[src/rtl/acc_rf_pkg.sv]
package acc_rf_pkg;

    typedef enum logic [3:0] {
        RC_A    = 4'd0,
        RC_B    = 4'd1,
        RC_E    = 4'd2,
        RC_F    = 4'd3,
        RC_D    = 4'd4,
        RC_W    = 4'd5,
        RC_V    = 4'd6,
        RC_ZERO = 4'd7,
        RC_MD   = 4'd8,
        RC_M    = 4'd9,
        RC_Q    = 4'd10
    } rf_code_e;

    typedef enum logic [1:0] {
        SZ_8  = 2'd0,
        SZ_16 = 2'd1,
        SZ_32 = 2'd2,
        SZ_BAD = 2'd3
    } rf_size_e;

    typedef struct packed {
        logic [7:0] a;
        logic [7:0] b;
        logic [7:0] e;
        logic [7:0] f;
        logic [7:0] md;
        logic [7:0] m;
    } rf_state_t;

    localparam rf_state_t RF_RESET = '{default: 8'h00};

endpackage

[src/rtl/rf_decode.sv]
module rf_decode
    import acc_rf_pkg::*;
(
    input  logic [3:0] code,
    input  logic [1:0] size,
    output rf_code_e   sel,
    output logic       valid
);
    always_comb begin
        sel   = rf_code_e'(code);
        valid = 1'b0;
        case (code)
            RC_A, RC_B, RC_E, RC_F, RC_MD, RC_M:
                valid = (size == SZ_8);
            RC_D, RC_W, RC_V:
                valid = (size == SZ_16);
            RC_ZERO:
                valid = (size == SZ_8) || (size == SZ_16);
            RC_Q:
                valid = (size == SZ_32);
            default:
                valid = 1'b0;
        endcase
    end
endmodule

[src/rtl/rf_read_mux.sv]
module rf_read_mux
    import acc_rf_pkg::*;
#(
    parameter int DW = 32
) (
    input  rf_state_t      st,
    input  logic [15:0]    v,
    input  rf_code_e       sel,
    input  logic           valid,
    output logic [DW-1:0]  data,
    output logic           err
);
    always_comb begin
        data = '0;
        err  = !valid;
        if (valid) begin
            case (sel)
                RC_A:    data[7:0]  = st.a;
                RC_B:    data[7:0]  = st.b;
                RC_E:    data[7:0]  = st.e;
                RC_F:    data[7:0]  = st.f;
                RC_D:    data[15:0] = {st.a, st.b};
                RC_W:    data[15:0] = {st.e, st.f};
                RC_V:    data[15:0] = v;
                RC_MD:   data[7:0]  = st.md;
                RC_M:    data[7:0]  = st.m;
                RC_Q:    data[31:0] = {st.a, st.b, st.e, st.f};
                default: data = '0;
            endcase
        end
    end
endmodule

[src/rtl/acc_regfile.sv]
module acc_regfile
    import acc_rf_pkg::*;
#(
    parameter int         RD_PORTS = 2,
    parameter logic [7:0] MD_MASK  = 8'hC3
) (
    input  logic                       clk,
    input  logic                       rst_n,
    input  logic [RD_PORTS-1:0][3:0]   rd_code,
    input  logic [RD_PORTS-1:0][1:0]   rd_size,
    output logic [RD_PORTS-1:0][31:0]  rd_data,
    output logic [RD_PORTS-1:0]        rd_err,
    input  logic                       we,
    input  logic [3:0]                 wr_code,
    input  logic [1:0]                 wr_size,
    input  logic [31:0]                wr_data,
    output logic                       wr_err
);
    localparam int DW = 32;

    rf_state_t   st_q, st_d;
    logic [15:0] v_q, v_d;

    rf_code_e    w_sel;
    logic        w_valid;

    rf_decode u_wdec (
        .code  (wr_code),
        .size  (wr_size),
        .sel   (w_sel),
        .valid (w_valid)
    );

    assign wr_err = we && !w_valid;

    // next-state computation for every stored byte
    always_comb begin
        st_d = st_q;
        v_d  = v_q;
        if (we && w_valid) begin
            case (w_sel)
                RC_A:  st_d.a  = wr_data[7:0];
                RC_B:  st_d.b  = wr_data[7:0];
                RC_E:  st_d.e  = wr_data[7:0];
                RC_F:  st_d.f  = wr_data[7:0];
                RC_D: begin
                    st_d.a = wr_data[15:8];
                    st_d.b = wr_data[7:0];
                end
                RC_W: begin
                    st_d.e = wr_data[15:8];
                    st_d.f = wr_data[7:0];
                end
                RC_Q: begin
                    st_d.a = wr_data[31:24];
                    st_d.b = wr_data[23:16];
                    st_d.e = wr_data[15:8];
                    st_d.f = wr_data[7:0];
                end
                RC_V:  v_d     = wr_data[15:0];
                RC_MD: st_d.md = wr_data[7:0] & MD_MASK;
                RC_M:  st_d.m  = wr_data[7:0];
                default: ;
            endcase
        end
    end

    always_ff @(posedge clk or negedge rst_n) begin
        if (!rst_n) st_q <= RF_RESET;
        else        st_q <= st_d;
    end

    // transfer register has no reset on purpose
    always_ff @(posedge clk) begin
        if (rst_n) v_q <= v_d;
    end

    for (genvar p = 0; p < RD_PORTS; p++) begin : g_rd
        rf_code_e r_sel;
        logic     r_valid;

        rf_decode u_rdec (
            .code  (rd_code[p]),
            .size  (rd_size[p]),
            .sel   (r_sel),
            .valid (r_valid)
        );

        rf_read_mux #(.DW(DW)) u_rmux (
            .st    (st_q),
            .v     (v_q),
            .sel   (r_sel),
            .valid (r_valid),
            .data  (rd_data[p]),
            .err   (rd_err[p])
        );
    end
endmodule

[config.mk]
export PLATFORM = sky130hd
export DESIGN_NAME = acc_regfile
export DESIGN_NICKNAME = d
export VERILOG_FILES = /design/src/rtl/acc_rf_pkg.sv /design/src/rtl/rf_decode.sv /design/src/rtl/rf_read_mux.sv /design/src/rtl/acc_regfile.sv
export SDC_FILE = /design/constraint.sdc
export NUM_CORES = 1
export LEC_CHECK = 0
export BUFFER_PORTS_ARGS = -buffer_cell sky130_fd_sc_hd__buf_2
export CORE_UTILIZATION = 50
export DETAILED_ROUTE_END_ITERATION = 6
export GPL_TIMING_DRIVEN = 0
export MAX_ROUTING_LAYER = met4
export PLACE_DENSITY = 0.82
export SYNTH_ARGS = -nofsm -noshare
export SYNTH_HDL_FRONTEND = slang
export SYNTH_SLANG_ARGS = --single-unit
[constraint.sdc]
create_clock -name clk -period 3.3 [get_ports clk]
set_clock_uncertainty 0.05 [all_clocks]
set_input_delay 0.66 -clock clk [delete_from_list [all_inputs] [get_ports clk]]
set_output_delay 0.66 -clock clk [all_outputs]
set_load 0.01 [all_outputs]
* Word-level counts from Yosys, hierarchy flattened
Index checks and enable logic that the tools add are counted.
Word-level totals: register bits after elaboration 60, bits in latches 0, RAM bits 0, ROM bits 0, memories 0
Cells by class: add/subtract/negate cells 0, $mul 0, divide/modulo/power cells 0, magnitude comparators 0, equality and inequality tests 36, shifts and indexed selects 0, mux-type cells 14, bitwise operators 0, reduce and logical (&&, ||, !) cells 39
Operator list (count):
- 8-bit one-hot mux with 7 select lines | 2
- 8-bit one-hot mux with 3 select lines | 3
- 32-bit 2-to-1 mux | 2
- 4-bit by 3-bit equality test with 1-bit output, second input constant | 12
- 4-bit equality test, second input constant | 9
- 16-bit 2-to-1 mux | 2
- 8-bit one-hot mux with 2 select lines | 2
- 4-bit by 2-bit equality test with 1-bit output, second input constant | 6
- 3-bit OR reduction | 6
- 6-bit OR reduction | 3
- 4-bit by 1-bit equality test with 1-bit output, second input constant | 3
- 4-bit logical NOT | 3
- 1-bit one-hot mux with 4 select lines | 3
- 2-bit AND reduction | 6
- 2-bit OR reduction | 6
- 2-bit by 1-bit equality test with 1-bit output, second input constant | 3
- 2-bit equality test, second input constant | 3
- 2-bit logical NOT | 3
- 2-bit nonzero test | 2
- 1-bit logical NOT | 3
- 1-bit logical OR | 3
- 3-bit AND reduction | 1
- 3-bit nonzero test | 1
- 1-bit logical AND | 2

* Longest topological paths before layout
Gate-level depths: netlist (run 1).
depth in word-level cells 5, mapped depth 7, gate-level depth less buffers 4

* By module
Synthesis (run 1) repeated with hierarchy kept, for this count alone.
Unflattened totals: cell total of the unflattened synthesis 512, area, all modules 4884.7 um^2
By module, submodules not included:
- acc_regfile | times used 1, cells each 214, area each 2636.3 um^2
- rf_read_mux | times used 2, cells each 134, area each 998.5 um^2
- rf_decode | times used 3, cells each 10, area each 83.8 um^2

* Worst setup path before layout (run 1)
Ideal clock, no wire load.
path type input-to-reg, start input wr_code[0], end register v_q[0], enable pin, arrival time 3261 ps, data required time 2820 ps, setup slack -441 ps, cell stages on the path 5, cells stage by stage buf_4 > a21oi_1 > a2111oi_4 > nor2_1 > nor4_1
On the way: longest elaborated chain between the ends 5, elaborated cells on any way between the ends 16
Ends and longest elaborated chain:
- start, declared | line acc_regfile.sv:14 | input logic [3:0] wr_code,
- 4-bit by 1-bit equality test with 1-bit output (tied with other cells) | line rf_decode.sv:12 | case (code)
- 6-bit OR reduction / 3-bit OR reduction (equally long branches) | line rf_decode.sv:12
- 1-bit one-hot mux with 4 select lines | line rf_decode.sv:12
- 1-bit logical AND | line acc_regfile.sv:40 | if (we && w_valid) begin
- 3-bit AND reduction (no line) (*)
- end signal, assigned | line acc_regfile.sv:75 | if (rst_n) v_q <= v_d;
- end, declared | line acc_regfile.sv:22 | logic [15:0] v_q, v_d;
Every way passes the cells marked *; elsewhere a longest branch is shown, timed or not. A chain may end at the register's enable or synchronous reset.

==> results of run 1 <==
==> final timing paths <==
kind / endpoint / cells past startpoint / slack [ns] / start
min in group clk: v_q[10] / 1 / 0.49 / wr_data[10]
hold / removal: st_q[32] / 1 / 0.42 / rst_n
setup reg to reg: st_q[47] / 1 / 2.23 / st_q[47]
hold reg to reg: st_q[22] / 1 / 0.51 / st_q[22]
setup / recovery: rd_data[39] / 7 / 0.13 / rd_code[5]
max in group asynchronous: st_q[40] / 1 / 2.17 / rst_n
==> state kept, by name, summed over array words and instances (netlist names) <==
register / flops
v_q: 16
st_q: 44
==> report_power, final <==
group          switching, W  internal, W
combinational      0.000288     0.000309
clock              0.000295     0.000420
sequential         0.000269     0.000896
total              0.000851      0.00163
==> per-layer routing <==
metal	up-vias	wire length [um]	GRT usage (%)
met5	-	0	-
met4	0	720	18.3
met3	52	1280	4.74
met2	273	7530	52.3
met1	2385	7120	47.6
li1	2119	-	-
==> synth_stat cells (3+ instances only) <==
cell type	number	area share, %
inv_1	6	0.47
buf_4	4	0.63
a221o_1	6	1.3
and2_1	35	4.6
nor2b_1	5	0.65
or2_2	4	0.52
o22ai_1	3	0.39
nor4bb_1	3	0.63
nand3b_1	4	0.63
nand2b_1	9	1.2
a221oi_1	3	0.55
a22o_1	8	1.5
a21oi_1	14	1.5
nor3b_1	7	1.1
nor2_1	31	2.4
nand3_1	6	0.63
a32oi_1	8	1.5
clkbuf_1	13	1.0
o21ai_0	3	0.31
nand4bb_1	4	0.94
buf_1	4	0.31
edfxtp_1	16	10
o21ai_1	3	0.31
mux2_2	78	18
a211oi_1	3	0.47
dfrtp_1	44	23
buf_2	14	1.5
nor4_1	4	0.52
a2bb2oi_1	9	1.6
xnor2_1	4	0.73
a22oi_1	38	6.0
o2bb2ai_1	12	2.2
and3b_1	5	0.91
and3_1	3	0.39
nand2_1	17	1.3
mux2i_1	11	2.3
==> stage by stage <==
stage	total power, W	setup WS (ns)	setup TNS [ns]	utilization [%]	instances
2_1_floorplan	0.00145	0.198	0	-	479
3_3_place_gp	0.00171	-0.291	-5.60	59.8	722
3_5_place_dp	0.00174	-0.170	-2.41	60.0	723
4_1_cts	0.00246	0.00328	0	62.5	739
5_1_grt	0.00257	0.0449	0	62.8	739
6_report	0.00248	0.127	0	62.8	739
==> cell type report <==
type                    instances  area [um2]
flip-flops and latches         60        1580
inverters                       6        22.5
multi-input cells             378        3080
fillers                       785        3440
clock buffers                   9         124
plain buffers                  35         166
clock inverters                 7        91.3
repair buffers                115         582
well taps                     129         161
==> what timing repair did <==
item / in CTS / in global routing
endpoints found under the setup margin: 26 / 30
gates resized for setup: 3 / 10
cloned: 0 / 0
==> logic make-up (layout without fill, tap and decap cells) <==
| logic type | Yosys count | in the layout | synth area share, % |
|---|---|---|---|
| AND/OR/NAND/NOR | 152 | 152 | 19.0 |
| AO/OA/AOI/OAI | 132 | 132 | 22.5 |
| multiplexers | 89 | 89 | 20.6 |
| flip-flops | 60 | 60 | 33.0 |
| buffers and inverters | 41 | 172 | 3.89 |
| XOR/XNOR | 5 | 5 | 0.915 |
==> cells in the final DEF, fill, tap and decap left out, types with 4 or more instances in the layout <==
master / count
nor2b_1: 5
nor2_1: 30
inv_1: 6
buf_2: 128
edfxtp_1: 16
nand3_1: 6
and2_1: 35
mux2i_1: 11
buf_1: 4
and3b_1: 5
nor3b_1: 5
clkbuf_1: 11
or2_2: 4
a22oi_1: 38
nand2b_1: 9
nand3b_1: 4
a2bb2oi_1: 9
mux2_2: 78
buf_4: 4
nand2_1: 17
o2bb2ai_1: 12
xnor2_1: 4
clkbuf_8: 9
nand4bb_1: 4
a21oi_1: 12
a221o_1: 6
a22o_1: 8
dfrtp_1: 44
a32oi_1: 8
==> impl_metrics.toml, run 1 <==
[outcome]
status = "finished, final reports clean"

[clocking]
ctsLongestPathBuffers = 2
number_of_buffers_inserted_during_clock_tree_synthesis = 9
cts_tree = "yes"
ctsHtreeMaxLevel = 3
post_cts_hold_buffer_count = 0
clkLatencyLatePin_ns = 0.34
clock_pin_slew_on_the_worst_setup_and_hold_paths_ns = 0.07
clk_root_buffer_cell = "clkbuf_8"
post_cts.repair.setup_buffers = 0
cts_sinks = 60

[synth]
yosysSeqAreaShare_pct = 33.0
mappedNetlistNets = 532
synth_cell_type_count = 65
yosys_warnings = 0
post_synth_inst_count = 479
avgSynthCellArea_um2 = 9.99
synth_top_flop_cell = "dfrtp_1"
synth.ff_latch_count = 60
post_synth_instance_area_mm2 = 0.00479
synth-async-reset-ratio_pct = 73.3
post_synth_edffs = 16

[route]
route.detailed.wl_per_inst_um = 22.5
first_iter_violations = 374
residual_drc_count = 0
vias_cell = 6.53
detail_route.wirelength_um = 16700
routed-via-count = 4829
detailed_router_iteration_count_before_antenna_repair = 5
postRouteAntennaNets = 0

[setup_path]
crit_path_top_delay_cell = "buf_1"
cpMostUsedCell = "buf_2"
timing.critical_path.required_ns = 2.59
worstSetupEndpointType = "output port"
worstSetupStartpointType = "input pin"
crit_fanout = 10
slowest_delay_ns = 0.46
crit_path_cell_trace = "buf_2, buf_2, buf_1, a21oi_1, o21bai_2, a22oi_1, buf_2"
worst-setup-path-type = "in2out"
worstPathBufferInverterCount = 4
timing.critical_path.arrival_ns = 2.46
cpLargestDelayFamily = "buffers and inverters"

[sta]
final_period_minus_worst_setup_slack_ns = 3.17
slew_violations = 0
timing_hold_violations_final = 0
relSlewSlack_pct = 27.7
layout_worst_path_cycle_share_pct = 96.1
hold-worst-slack_ns = 0.423
setup_repair_after_global_routing_missed_its_margin = "false"
timing.fmax_ghz = 0.315
max_slew.worst_pin.slew_ns = 1.07
setup_viol = 0

[placed_design]
postPlaceCellArea_mm2 = 0.00555
place_hpwl_um = 12400
numPortBuffers = 114
gp_congestion = 0.964

[pwr]
power_leakage_nw = 2.50
power_density_mw_per_mm2 = 427
power.ir.vdd_worst_uv = 290

[hold_path]
min-delay-path-class = "in2async"

[floorplanning]
fp.coreArea_mm2 = 0.00924
fp-row-count = 35
dieArea_mm2 = 0.00997
floorplan_die_width_um = 99.8
start_util_pct = 51.8
chip_height_um = 99.8
boundaryPins = 120

[global_routing]
grt.overflow.total = 0
antenna_found_initial = 0
first_pass_grt_wire_length_um = 25800
via_count_of_the_first_global_routing_pass = 4631
global_router_s_overall_resource_usage_pct = 35.4
grt_max_degree = 46

[cells_and_area]
antennaDiodeCount = 0
final_nets = 658
area_growth_pct = 21.2
fraction_of_layout_instances_using_a_drive_strength_above_1_pct = 41.5
postLayoutCellArea_mm2 = 0.00580

[job]
max-cap-violations = 0
Power figures use the tool's default switching activity.
==> inputs of run 2 (changes only) <==
--- a/config.mk
+++ b/config.mk
@@ -6,6 +6,7 @@
 export NUM_CORES = 1
 export LEC_CHECK = 0
 export BUFFER_PORTS_ARGS = -buffer_cell sky130_fd_sc_hd__buf_2
+export CORE_ASPECT_RATIO = 0.8
 export CORE_UTILIZATION = 50
 export DETAILED_ROUTE_END_ITERATION = 6
 export GPL_TIMING_DRIVEN = 0
==> run 2 against run 1 <==
- the run now ends with design-rule violations left
- combinational power about the same
- maximum frequency down 3.5%
- sequential share of layout area down 0.25 points
==> impl_metrics.toml, run 2 (same netlist as run 1, synthesis figures left out) <==
[hold_path]
min-delay-path-class = "in2async"

[cells_and_area]
biggestRegsByFlops = "st_q x44, v_q x16"
registers.top_by_ff_count = "st_q"
fraction_of_layout_instances_using_a_drive_strength_above_1_pct = 41.1
area_growth_pct = 22.4
final_nets = 658
antennaDiodeCount = 0
fin_cells = 725
leading_cell_type_in_the_layout_fill_and_taps_excluded = "buf_2"
layout.cells.most_common_list = "buf_2 (128), mux2_2 (78), dfrtp_1 (44)"
max_reg_flops = 44

[floorplanning]
boundaryPins = 120
chip_height_um = 89.5
fp.coreArea_mm2 = 0.00915
floorplan_die_width_um = 111
start_util_pct = 52.3
fp-row-count = 31
dieArea_mm2 = 0.00997

[global_routing]
antenna_found_initial = 0
grt.overflow.total = 0
global_router_s_overall_resource_usage_pct = 35.3
grt_max_degree = 46
via_count_of_the_first_global_routing_pass = 4482
first_pass_grt_wire_length_um = 25700

[setup_path]
worst-setup-path-type = "in2out"
timing.reg2reg.worst_path_depth = 1
regToRegSetupSlack_ns = 2.27
worstSetupEndpointType = "output port"
crit_fanout = 10
timing.critical_path.required_ns = 2.59
worstSetupStartpointType = "input pin"
timing.critical_path.arrival_ns = 2.58

[route]
detail_route.wirelength_um = 16900
routed-via-count = 4744
postRouteAntennaNets = 0
residual_drc_count = 12
first_iter_violations = 434
detailed_router_iteration_count_before_antenna_repair = 7
vias_cell = 6.54
route.detailed.wl_per_inst_um = 23.3

[clocking]
ctsLongestPathBuffers = 2
ctsHtreeMaxLevel = 3
cts_tree = "yes"
number_of_buffers_inserted_during_clock_tree_synthesis = 9
cts_sinks = 60
clock_pin_slew_on_the_worst_setup_and_hold_paths_ns = 0.05
clkLatencyLatePin_ns = 0.32
clk_root_buffer_cell = "clkbuf_16"

[pwr]
power_leakage_nw = 2.54
power_density_mw_per_mm2 = 457
p_total_w = 0.00268
power.ir.vdd_worst_uv = 421

[placed_design]
gp_congestion = 0.972
worst_case_setup_slack_after_placement_ns = -0.228
numPortBuffers = 114
place_hpwl_um = 12600
dpl.cell_count = 709

[sta]
setup_repair_after_global_routing_missed_its_margin = "false"
max_slew.worst_pin.slew_ns = 1.06
setup_viol = 0
slew_violations = 0
final_period_minus_worst_setup_slack_ns = 3.29
relSlewSlack_pct = 28.9
layout_worst_path_cycle_share_pct = 99.6
timing_hold_violations_final = 0
timing.fmax_ghz = 0.304
least_setup_slack_across_all_paths_after_layout_ns = 0.0119

[outcome]
status = "finished with violations"
violations = "design-rule violations"

[job]
max-cap-violations = 0
[run 2: cell count changes in the layout (fill, tap and decap cells not counted), moves of 2 or more]
cell,change
clkinvlp_4,-2
clkbuf_16,+9
clkinv_2,+2
clkbuf_8,-8
[run 2: report_power, final]
group          internal (W)  switching (W)  total, W
Sequential         0.000898       0.000277   0.00118
Combinational      0.000309       0.000289  0.000597
Clock              0.000600       0.000307  0.000907
Total               0.00181       0.000873   0.00268
[run 2: worst max-delay path: stages]
cell       delay (ns)
buf_2            0.12
clkbuf_1         0.21
nor3_1           0.89
a221o_1          0.28
a2bb2oi_1        0.23
buf_2            0.17
[run 2: repair_timing]
item	CTS	global route
gates resized for setup	5	6
pin swaps	0	0
hold buffers	0	0
setup endpoints to repair	26	31
buffers inserted	0	0
[run 2: path summary, 6_finish.rpt]
check,from,endpoint
worst max-delay path,rd_code[7],rd_data[37]
worst min-delay path,rst_n,st_q[35]
worst max register to register,st_q[47],st_q[47]
worst min register to register,st_q[14],st_q[14]
max in group asynchronous,rst_n,st_q[41]
min in group clk,wr_data[12],v_q[12]
[run 2: area by class of cell]
cell class / count / area, um2
Clock buffer: 11 / 243
Tap cell: 115 / 144
Buffer: 35 / 166
Clock inverter: 5 / 52.6
Inverter: 6 / 22.5
Timing Repair Buffer: 115 / 582
Multi-Input combinational cell: 378 / 3070
Sequential cell: 60 / 1580
Fill cell: 748 / 3300
[run 2: per-layer routing]
layer  global-route usage [%]  part of all wire, %  vias to the layer above  wire length [um]
met5                        -                    0                        -                 0
met4                     15.2                  2.8                        0               474
met3                     5.90                  9.5                       44              1600
met2                     52.6                   44                      279              7490
met1                     47.6                   43                     2304              7340
li1                         -                    -                     2117                 -
[run 2: stage by stage]
step,hold slack [ns],util (%),cell area [um2],setup TNS [ns]
2_1_floorplan,0.314,-,4790,0
4_1_cts,0.483,63.9,5850,0
3_3_place_gp,0.486,60.2,5510,-6.31
6_report,0.456,64.0,5860,0
5_1_grt,0.506,64.0,5860,0
3_5_place_dp,0.491,60.4,5530,-3.09
